===== config.mk =====
export PLATFORM = sky130hd
export DESIGN_NAME = padpoll_top
export DESIGN_NICKNAME = d
export VERILOG_FILES = /design/src/rtl/padpoll_pkg.sv /design/src/rtl/padpoll_ctrl.sv /design/src/rtl/padpoll_dp.sv /design/src/rtl/padpoll_top.sv
export SDC_FILE = /design/constraint.sdc
export NUM_CORES = 1
export LEC_CHECK = 0
export BUFFER_PORTS_ARGS = -buffer_cell sky130_fd_sc_hd__buf_2
export CORE_AREA = 2 2 109 111
export CTS_BUF_LIST = sky130_fd_sc_hd__clkbuf_4 sky130_fd_sc_hd__clkbuf_8
export DETAILED_ROUTE_END_ITERATION = 10
export DIE_AREA = 0 0 111 113
export HOLD_SLACK_MARGIN = 0.02
export PLACE_DENSITY = 0.74
export SYNTH_ARGS = -nofsm -noshare
export SYNTH_HDL_FRONTEND = slang
export SYNTH_SLANG_ARGS = --single-unit

===== constraint.sdc =====
create_clock -name clk -period 6.35 [get_ports clk]
set_clock_uncertainty 0.1 [all_clocks]
set_input_delay 1.27 -clock clk [delete_from_list [all_inputs] [get_ports clk]]
set_output_delay 1.27 -clock clk [all_outputs]
set_load 0.02 [all_outputs]

===== src/rtl/padpoll_pkg.sv =====
package padpoll_pkg;
  localparam int LINE_BITS = 16;
  localparam int NUM_WORDS = 4;
  localparam int ADDR_W    = 4;
  localparam int DATA_W    = 8;

  localparam logic [ADDR_W-1:0] REG_CTRL   = 4'd0;
  localparam logic [ADDR_W-1:0] REG_STATUS = 4'd1;
  localparam logic [ADDR_W-1:0] REG_PORT1  = 4'd2;
  localparam logic [ADDR_W-1:0] REG_PORT2  = 4'd3;

  typedef enum logic [2:0] {
    ST_IDLE, ST_LATCH_HI, ST_LATCH_LO, ST_CLK_LO, ST_CLK_HI
  } seq_state_e;

  typedef struct packed {
    logic clearShift;
    logic sampleBit;
    logic commitWords;
  } dp_strobe_t;
endpackage


===== src/rtl/padpoll_ctrl.sv =====
module padpoll_ctrl
  import padpoll_pkg::*;
#(
  parameter int PHASE_CYC = 120
) (
  input  logic              clk,
  input  logic              rstN,
  input  logic              vbStart,
  input  logic              wrEn,
  input  logic              rdEn,
  input  logic [ADDR_W-1:0] addr,
  input  logic              wrBit,
  output logic              enable,
  output logic              busy,
  output logic              padLatch,
  output logic              pad1Clk,
  output logic              pad2Clk,
  output dp_strobe_t        strobe
);
  localparam int PH_W = $clog2(PHASE_CYC + 1);
  localparam int BC_W = $clog2(LINE_BITS);

  seq_state_e      state;
  logic [PH_W-1:0] phaseCnt;
  logic [BC_W-1:0] bitCnt;
  logic            manLatch;
  logic            man1Pulse;
  logic            man2Pulse;
  logic            lastPhase;
  logic            lastBit;
  logic            startReq;

  assign busy      = (state != ST_IDLE);
  assign lastPhase = (phaseCnt == PH_W'(PHASE_CYC - 1));
  assign lastBit   = (bitCnt == BC_W'(LINE_BITS - 1));
  assign startReq  = vbStart && enable && !busy;

  assign strobe.clearShift  = startReq;
  assign strobe.sampleBit   = (state == ST_CLK_LO) && lastPhase;
  assign strobe.commitWords = (state == ST_CLK_HI) && lastPhase && lastBit;

  assign padLatch = busy ? (state == ST_LATCH_HI) : manLatch;
  assign pad1Clk  = busy ? (state != ST_CLK_LO) : !man1Pulse;
  assign pad2Clk  = busy ? (state != ST_CLK_LO) : !man2Pulse;

  always_ff @(posedge clk) begin
    if (!rstN) begin
      state     <= ST_IDLE;
      phaseCnt  <= '0;
      bitCnt    <= '0;
      enable    <= 1'b0;
      manLatch  <= 1'b0;
      man1Pulse <= 1'b0;
      man2Pulse <= 1'b0;
    end else begin
      if (wrEn && addr == REG_CTRL) enable <= wrBit;
      if (wrEn && addr == REG_PORT1 && !busy) manLatch <= wrBit;
      man1Pulse <= rdEn && (addr == REG_PORT1) && !busy;
      man2Pulse <= rdEn && (addr == REG_PORT2) && !busy;

      if (state == ST_IDLE) begin
        phaseCnt <= '0;
        bitCnt   <= '0;
        if (startReq) state <= ST_LATCH_HI;
      end else if (!lastPhase) begin
        phaseCnt <= phaseCnt + 1'b1;
      end else begin
        phaseCnt <= '0;
        unique case (state)
          ST_LATCH_HI: state <= ST_LATCH_LO;
          ST_LATCH_LO: state <= ST_CLK_LO;
          ST_CLK_LO:   state <= ST_CLK_HI;
          ST_CLK_HI: begin
            if (lastBit) begin
              state <= ST_IDLE;
            end else begin
              bitCnt <= bitCnt + 1'b1;
              state  <= ST_CLK_LO;
            end
          end
          default: state <= ST_IDLE;
        endcase
      end
    end
  end
endmodule


===== src/rtl/padpoll_dp.sv =====
module padpoll_dp
  import padpoll_pkg::*;
(
  input  logic                            clk,
  input  logic                            rstN,
  input  dp_strobe_t                      strobe,
  input  logic [1:0]                      pad1Data,
  input  logic [1:0]                      pad2Data,
  input  logic [ADDR_W-1:0]               addr,
  input  logic                            enable,
  input  logic                            busy,
  output logic [DATA_W-1:0]               rdData,
  output logic [NUM_WORDS*LINE_BITS-1:0]  resFlat
);
  logic [NUM_WORDS-1:0] lineBits;
  logic [LINE_BITS-1:0] resWord [NUM_WORDS];

  assign lineBits = {pad2Data[1], pad1Data[1], pad2Data[0], pad1Data[0]};

  for (genvar k = 0; k < NUM_WORDS; k++) begin : g_word
    logic [LINE_BITS-1:0] shiftReg;
    always_ff @(posedge clk) begin
      if (!rstN) begin
        shiftReg   <= '0;
        resWord[k] <= '0;
      end else begin
        if (strobe.clearShift)
          shiftReg <= '0;
        else if (strobe.sampleBit)
          shiftReg <= {shiftReg[LINE_BITS-2:0], lineBits[k]};
        if (strobe.commitWords)
          resWord[k] <= shiftReg;
      end
    end
    assign resFlat[k*LINE_BITS +: LINE_BITS] = resWord[k];
  end

  always_comb begin
    rdData = '0;
    if (addr[ADDR_W-1]) begin
      rdData = addr[0] ? resWord[addr[2:1]][15:8] : resWord[addr[2:1]][7:0];
    end else begin
      unique case (addr)
        REG_CTRL:   rdData[0] = enable;
        REG_STATUS: rdData[0] = busy;
        REG_PORT1:  rdData[1:0] = pad1Data;
        REG_PORT2:  rdData[1:0] = pad2Data;
        default:    rdData = '0;
      endcase
    end
  end
endmodule


===== src/rtl/padpoll_top.sv =====
module padpoll_top
  import padpoll_pkg::*;
#(
  parameter int PHASE_CYC = 120
) (
  input  logic        clk,
  input  logic        rstN,
  input  logic        vbStart,
  input  logic        wrEn,
  input  logic        rdEn,
  input  logic [3:0]  addr,
  input  logic [7:0]  wrData,
  output logic [7:0]  rdData,
  output logic        padLatch,
  output logic        pad1Clk,
  output logic        pad2Clk,
  input  logic [1:0]  pad1Data,
  input  logic [1:0]  pad2Data
);
  dp_strobe_t                     strobe;
  logic                           enable;
  logic                           busy;
  logic [NUM_WORDS*LINE_BITS-1:0] resFlat;

  padpoll_ctrl #(.PHASE_CYC(PHASE_CYC)) ctrl_i (
    .clk(clk), .rstN(rstN), .vbStart(vbStart), .wrEn(wrEn), .rdEn(rdEn),
    .addr(addr), .wrBit(wrData[0]), .enable(enable), .busy(busy),
    .padLatch(padLatch), .pad1Clk(pad1Clk), .pad2Clk(pad2Clk), .strobe(strobe)
  );

  padpoll_dp dp_i (
    .clk(clk), .rstN(rstN), .strobe(strobe), .pad1Data(pad1Data),
    .pad2Data(pad2Data), .addr(addr), .enable(enable), .busy(busy),
    .rdData(rdData), .resFlat(resFlat)
  );
endmodule


Word-level counts from Yosys, hierarchy flattened
Memories as Yosys holds them, arrays and structs flattened.
Index checks and enable logic that the tools add are counted.

operators by class
  add/sub/neg operators = 2
  equal/unequal tests = 11
  multiplexer cells = 20
  bitwise logic cells = 6
  reductions and logical operators = 24

operators with widths
  operator             number
  $mux 16              4
  $mux 8               2
  $logic_and 1x1->1    12
  $pmux 3 s4           1
  $mux 3               3
  $eq 4x2->1 const B   2
  $add 7x1->7 const B  1
  $eq 7x7->1 const B   1
  $mux 1               7
  $eq 3x2->1 const B   2
  $add 4x1->4 const B  1
  $eq 4x1->1 const B   1
  $eq 4x4->1 const B   1
  $logic_not 4->1      1
  $or 1x1->1           4
  $pmux 1 s4           1
  $reduce_or 2->1      2
  $eq 3x1->1 const B   1
  $eq 3x3->1 const B   1
  $logic_not 1->1      3
  $logic_not 3->1      1
  $ne 3x2->1 const B   1
  $reduce_and 3->1     1
  $reduce_bool 3->1    1
  other kinds (7)      8

storage, ports and cells
  register bits after elaboration = 82
  memory bits (writable) = 64
  input port bits = 21
  logic and storage cells = 75
  memories = 1

memories
  memory        words  width  read ports  clocked after memory_dff  write ports  RTL line          text
  dp_i.resWord  4      16     1           0                         4            padpoll_dp.sv:16  logic [LINE_BITS-1:0] resWord [NUM_WORDS];

Depth between registers and ports, before layout
Gate-level depths: netlist (run 1).

  depth after elaboration = 7
  gate-level depth with buffers = 7
  gate-level depth less buffers = 5

Cells and area by module
From an unflattened synthesis (run 1), not the netlist that was laid out.

unflattened totals
  cell total of the unflattened synthesis = 506
  area, all modules = 6104.6 um^2

modules (own cells, without submodules)
  module        instances  cells an instance  area each (um^2)  sequential area each (um^2)
  padpoll_dp    1          400                5235.0            3203.1
  padpoll_ctrl  1          106                869.6             360.3

Worst setup path before layout (run 1)
No wires, ideal clock.

  path kind = flip-flop to flip-flop
  from = reg ctrl_i.phaseCnt[0]
  to = mem dp_i.resWord[0][0], enable pin
  setup time = 0.581 ns
  arrival time = 5.886 ns
  path slack = -0.218 ns
  cell stages (with the launch flop) = 6
  path buffers = 1
  clock period less this slack = 6.568 ns
  path through = dfxtp_1 > ha_1 > nand4_4 > or2_1 > buf_6 > o31ai_1

RTL lines
  element                   RTL line            text
  start: declaration        padpoll_ctrl.sv:24  logic [PH_W-1:0] phaseCnt;
  start signal: assignment  padpoll_ctrl.sv:66  phaseCnt <= phaseCnt + 1'b1;
  end: declaration          padpoll_dp.sv:16

Final worst setup path (run 1)
  from = in addr[1]
  to = out rdData[1]

on the way
  word-level cells in the longest chain between the ends = 3
  elaborated cells between the ends (all ways) = 6
  classes of those cells = eq/ne: 2; mux: 3; memory: 1

RTL lines
  element                                            RTL line                            text
  start: declaration                                 padpoll_top.sv:11                   input logic [3:0] addr,
  $mem_v2 4x16 / $eq 4x2->1 (equally long branches)  -
  $mux 8 / $pmux 1 s2 (equally long branches)        padpoll_dp.sv:41, padpoll_dp.sv:43
  $mux 8 (*)                                         padpoll_dp.sv:40                    if (addr[ADDR_W-1]) begin
  end: declaration                                   padpoll_top.sv:13                   output logic [7:0] rdData,

Mark *: on every way between the ends. The rest lies on a longest branch, timed or not.

==> impl_metrics.ini, run 1 <==
[outcome]
status = completed

[clock_network]
cts.htree.levels = 4
clk_path_buf_depth = 2
cts_root_buf = clkbuf_8
clock_latency_ps = 440
numCtsBuffers = 17
cts_tree = done
holdBufCountCts = 0
path_clk_slew_ps = 80
clock-sinks = 146
cts_resized = 0
post_cts_buffers = 0

[floorplan]
pin_count = 32
fp.dieW_um = 111
die_h_um = 113
die_area_um2 = 12540
start_util_pct = 53.82
fp-row-count = 39
fp.coreArea_um2 = 11270

[timing]
min_period_over_period_pct = 67.83
fmax_mhz = 232.2
rsz0062_at_grt = false
setup_viol = 0
worst_slew_pin_slew_ps = 1191
final-hold-violation-count = 0
setup_tns_ps = 0
period_needed_ps = 4307
slew_violations = 0
relSlewSlack_pct = 20.59

[setup_path]
cp.required_ps = 4980
critical_path.cell_chain = buf_2 -> mux4_2 -> nand2_1 -> nand2_1 -> a32o_1 -> buf_2
cp-end-kind = primary output
crit_buf_inv = 2
critPathArrivalTime_ps = 2940
start_kind = input port
cpMaxStageDelayCell = mux4_2
crit_family = buffers and inverters
path_class = in -> out
slowest_delay_ps = 620
path_max_fanout = 21

[global_route]
grt_pass1_wl_mm = 19.04
antenna_found_initial = 0
grt_use_total_pct = 19.44
grt_pass1_vias = 3906
grt_max_degree = 66
overflow = 0

[min_path]
hp-class = reg -> reg

[power_and_ir_drop]
power-per-cell-area_nw_per_um2 = 289.8
p_leak_nw = 2.333
vdd_drop_max_v = 0.0001453

[logic_synthesis]
ys_types = 47
synth_area_per_cell_um2 = 10.76
ys_seq_elements = 146
synth_ff_type = dfxtp_1
synth-edff-count = 64
synth-simple-area-share_pct = 21.49
ys_async_sr_fraction_pct = 0
synthMuxAreaShare_pct = 7.321
yosysSeqAreaShare_pct = 58.73
synth_fa_ha_area_share_pct = 0.4125
synth_fp_nets = 587
netlist_area_um2 = 6067
synth_top_family_by_area = simple AND/OR/NAND/NOR gates
synth_xor_area_share_pct = 0.7218
synth_compound_area_share_pct = 8.043
syn_inst = 564
yosysWarnings = 0

[placed_design]
place_area_um2 = 6231
dp_hpwl_mm = 7.110
gp_congestion = 0.8031
numPortBuffers = 24

[detailed_routing]
wire_per_inst_um = 15.78
num_vias = 3927
via_per_inst = 5.379
drt_iter0_markers = 344
firstDrtPassIters = 5
drcViolationCount = 0
drt_wl_total_mm = 11.52
drtAntennaViolNets = 0

[finish]
diodes = 0
drive_above_1_share_pct = 20.95
area_growth_syn_to_layout_pct = 10.72
nets = 597
design_area_um2 = 6718
fillers = 936

[job]
maxCapViolCount = 0
## flip-flops by register name, indices dropped and copies added, names as in the netlist
| register | count |
|---|---|
| ctrl_i.bitCnt | 4 |
| ctrl_i.enable | 1 |
| ctrl_i.man1Pulse | 1 |
| ctrl_i.man2Pulse | 1 |
| ctrl_i.manLatch | 1 |
| ctrl_i.phaseCnt | 7 |
| ctrl_i.state | 3 |
| dp_i.g_word.shiftReg | 64 |
| dp_i.resWord | 64 |
## through the flow
stage                     cells  setup WS (ps)  hold WS (ps)  util [%]  power [mW]
final                       730           2043         354.8     59.60       1.947
after global placement      698           2008         323.2     55.28       1.101
after global routing        730           1927         383.1     59.60       2.003
after floorplan             564           1783         313.2         -       1.076
after detailed placement    698           2013         335.2     55.28       1.104
after CTS                   730           2004         352.3     59.60       1.961
## synthesized netlist by cell type, types with 2 or more instances
master | number | share of area (%)
nand2_1 | 150 | 9.3
dfxtp_1 | 82 | 27
a21oi_1 | 67 | 5.5
edfxtp_1 | 64 | 32
and2_2 | 34 | 4.2
and2_1 | 30 | 3.1
nor2_1 | 19 | 1.2
mux4_2 | 17 | 6.3
clkbuf_1 | 14 | 0.87
buf_2 | 13 | 1.1
a21boi_0 | 6 | 0.74
clkbuf_2 | 6 | 0.49
mux2i_1 | 5 | 0.82
nand3_1 | 5 | 0.41
and3_1 | 4 | 0.41
inv_1 | 3 | 0.19
o31ai_1 | 3 | 0.37
xnor2_1 | 3 | 0.43
a21o_1 | 2 | 0.25
buf_6 | 2 | 0.37
ha_1 | 2 | 0.41
nand2b_1 | 2 | 0.21
nand4_1 | 2 | 0.21
nor3_1 | 2 | 0.16
nor4_4 | 2 | 0.70
o21a_1 | 2 | 0.25
o21ai_0 | 2 | 0.16
xor2_1 | 2 | 0.29
## cell type report
| type | count | area, um2 | share of cell area, % |
|---|---|---|---|
| clock inverter | 13 | 231.5 | 3.446 |
| tap | 143 | 178.9 | 2.663 |
| clock buffer | 19 | 255.2 | 3.800 |
| timing repair buffer | 28 | 150.1 | 2.235 |
| sequential | 146 | 3563 | 53.05 |
| multi-input combinational | 378 | 2327 | 34.64 |
| inverter | 3 | 11.26 | 0.1676 |
## placed cells by master, fill, tap and decap left out, drive strengths merged, types with 4 or more instances in the layout
cell type and count:
a21boi 6, a21oi 67, and2 64, and3 5, buf 28, bufinv 6
clkbuf 19, clkinv 4, dfxtp 82, edfxtp 64, inv 4, mux2i 5
mux4 17, nand2 150, nand3 5, nor2 19
## report_power, final
group	internal [mW]	switching, mW	leakage (nW)	total (mW)
logic	0.0295	0.0466	0.826	0.0761
registers	0.998	0.00654	1.27	1.00
clock network	0.523	0.343	0.240	0.866
total	1.55	0.396	2.33	1.95
## cell families (layout without fill, tap and decap cells)
family                   after synthesis  in the layout
AND/OR/NAND/NOR                      261            261
flip-flops                           146            146
AO/OA/AOI/OAI                         87             87
buffers and inverters                 40             63
multiplexers                          23             23
XOR/XNOR                               5              5
adder cells (fa/ha/maj)                2              2
## routing by layer
metal / global-route usage [%] / vias to the layer above / wire [um]
met5: 0 / - / 0
met4: 6.917 / 0 / 160
met3: 4.874 / 12 / 674
met2: 32.52 / 85 / 5632
met1: 24.84 / 1882 / 5053
li1: - / 1948 / -
## worst paths after layout
path | from | to | slack (ps) | cells past startpoint
worst max-delay path | addr[1] | rdData[1] | 2040 | 6
worst min-delay path | ctrl_i.phaseCnt[0] | ctrl_i.phaseCnt[0] | 350 | 1
worst max register to register | ctrl_i.phaseCnt[0] | dp_i.g_word[1].shiftReg[1] | 3630 | 5
worst min register to register | ctrl_i.phaseCnt[0] | ctrl_i.phaseCnt[0] | 350 | 1
Power figures use the tool's default switching activity.
==> inputs of run 2 (changes only) <==
PLACE_DENSITY = 0.71   (was 0.74)
clock period = 4.3 ns   (was 6.35 ns; I/O delays follow)
==> run 2 against run 1 <==
Clock power grew 27%. Combinational power grew 48%. Die area is the same. Setup slack lost 1200 ps. Cell count grew 0.14%. Global-route usage is essentially flat. First-iteration DRC count shrank 10%. Hold slack gained 2.4 ps. Utilization shrank 0.52 points. Routed wire length shrank 1.1%. Flip-flop and latch count is the same. Critical path type unchanged. Largest power group unchanged. Highest routed layer unchanged.
==> impl_metrics.ini, run 2 (synthesis gave the netlist of run 1 again) <==
[clock_network]
holdBufCountCts = 0
cts_resized = 0
cts_tree = done
post_cts_buffers = 0
clock_latency_ps = 430
cts.htree.levels = 4
path_clk_slew_ps = 80
cts_root_buf = clkbuf_8
numCtsBuffers = 17
clk_path_buf_depth = 2
clock-sinks = 146

[setup_path]
path_class = in -> out
cp.required_ps = 3340
r2r_cells = 5
slowest_delay_ps = 600
start_kind = input port
path_max_fanout = 18
cp-end-kind = primary output
crit_family = buffers and inverters
critPathArrivalTime_ps = 2450
reg2reg_from = ctrl_i.phaseCnt[0]
cpMaxStageDelayCell = mux4_2
timing.rr.end = dp_i.g_word[0].shiftReg[2]
crit_buf_inv = 2
critical_path.cell_chain = buf_2 -> mux4_2 -> nand2_1 -> nand2_1 -> a32o_1 -> buf_2
rrSetupSlack_ps = 1600

[detailed_routing]
drt_wl_total_mm = 11.39
num_vias = 3898
drtAntennaViolNets = 0
wire_per_inst_um = 15.59
firstDrtPassIters = 4
drcViolationCount = 0
drt_iter0_markers = 308
via_per_inst = 5.332

[timing]
setup_viol = 0
period_needed_ps = 3412
worst_slew_pin_slew_ps = 1201
fmax_mhz = 293.1
rsz0062_at_grt = false
setup_tns_ps = 0
slew_violations = 0
relSlewSlack_pct = 19.96
final-hold-violation-count = 0
min_period_over_period_pct = 79.35
layout_setup_ws_ps = 888.1

[min_path]
min_path_cells = 2
hp-class = reg -> reg
whs_endpoint = dp_i.g_word[3].shiftReg[6]
min_from = dp_i.g_word[3].shiftReg[5]

[placed_design]
place_ws_ps = 875.5
numPortBuffers = 24
place_area_um2 = 6238
dp_hpwl_mm = 6.988
dp_cells = 699
gp_congestion = 0.8191

[global_route]
overflow = 0
antenna_found_initial = 0
grt_pass1_vias = 3915
grt_use_total_pct = 19.44
grt_pass1_wl_mm = 19.14
grt_max_degree = 66

[finish]
final_cell_mix = 150 x nand2_1, 82 x dfxtp_1, 67 x a21oi_1, 64 x edfxtp_1, 34 x and2_2
fin_cells = 731
area_growth_syn_to_layout_pct = 9.755
largest_registers = dp_i.g_word.shiftReg: 64 flops, dp_i.resWord: 64 flops, ctrl_i.phaseCnt: 7 flops
nets = 598
layout_commonest_cell = nand2_1
diodes = 0
drive_above_1_share_pct = 21.09
design_area_um2 = 6659

[floorplan]
fp-row-count = 39
die_h_um = 113
die_area_um2 = 12540
pin_count = 32
fp.dieW_um = 111
fp.coreArea_um2 = 11270
start_util_pct = 53.82

[power_and_ir_drop]
power_frac_comb_pct = 4.2
p_switching_mw = 0.6016
vdd_drop_max_v = 0.0001636
pwr-share-seq_pct = 55.0
power-per-cell-area_nw_per_um2 = 405.1
p_int_mw = 2.096
clkPwrFrac_pct = 40.8
switching_share_pct = 22.30
p_leak_nw = 2.296

[job]
maxCapViolCount = 0

[outcome]
status = completed
[run 2: cell types whose count changed in the layout (fill, tap and decap cells not counted)]
cell	change
clkbuf_8	-1
clkinv_4	+4
clkinvlp_4	+2
bufinv_16	-3
clkbuf_4	-1
buf_4	+1
clkinv_2	-1
[run 2: power groups by stage]
stage | combinational, mW | sequential [mW] | clock [mW]
2_1_floorplan | 0.0774 | 1.51 | 0
3_3_place_gp | 0.114 | 1.51 | 0
3_5_place_dp | 0.114 | 1.52 | 0
4_1_cts | 0.114 | 1.48 | 1.12
5_1_grt | 0.122 | 1.49 | 1.18
6_report | 0.113 | 1.48 | 1.10
[run 2: area by class of cell]
class,count,area [um2]
multi-input combinational,378,2327
clock buffer,17,234.0
tap,143,178.9
timing repair buffer,29,157.7
fill,937,4613
clock inverter,15,186.4
sequential,146,3563
inverter,3,11.26
[run 2: tightest hold or removal path: cells and delay by family (launching register included)]
family	cells	cell delay (ps)
compound gates	1	50
flops	1	320
simple gates	1	50
[run 2: how the worst max path moves through the flow]
stage,depth (start not counted),to,startpoint,slack (ps)
6_report,6,rdData[1],addr[1],890
4_1_cts,6,rdData[1],addr[1],870
2_1_floorplan,5,dp_i.resWord[0][0],ctrl_i.phaseCnt[0],950
5_1_grt,6,rdData[1],addr[1],780
3_5_place_dp,6,rdData[1],addr[1],880
3_3_place_gp,6,rdData[1],addr[1],850
[run 2: layer usage]
layer | share of wire (%) | vias up | routed length [um] | GRT usage [%]
met3 | 4.1 | 5 | 469 | 4.981
met5 | 0 | - | 0 | 0
met2 | 50 | 79 | 5737 | 31.49
li1 | - | 1948 | - | -
met1 | 45 | 1866 | 5104 | 25.28
met4 | 0.71 | 0 | 81 | 7.833
[run 2: per-stage QoR]
| step | hold WS (ps) | total power, mW | utilization [%] |
|---|---|---|---|
| detailed placement | 352.6 | 1.630 | 55.34 |
| CTS | 364.0 | 2.721 | 59.07 |
| floorplan | 313.2 | 1.588 | - |
| global placement | 324.4 | 1.628 | 55.34 |
| global route | 383.3 | 2.787 | 59.07 |
| finish | 357.2 | 2.698 | 59.07 |
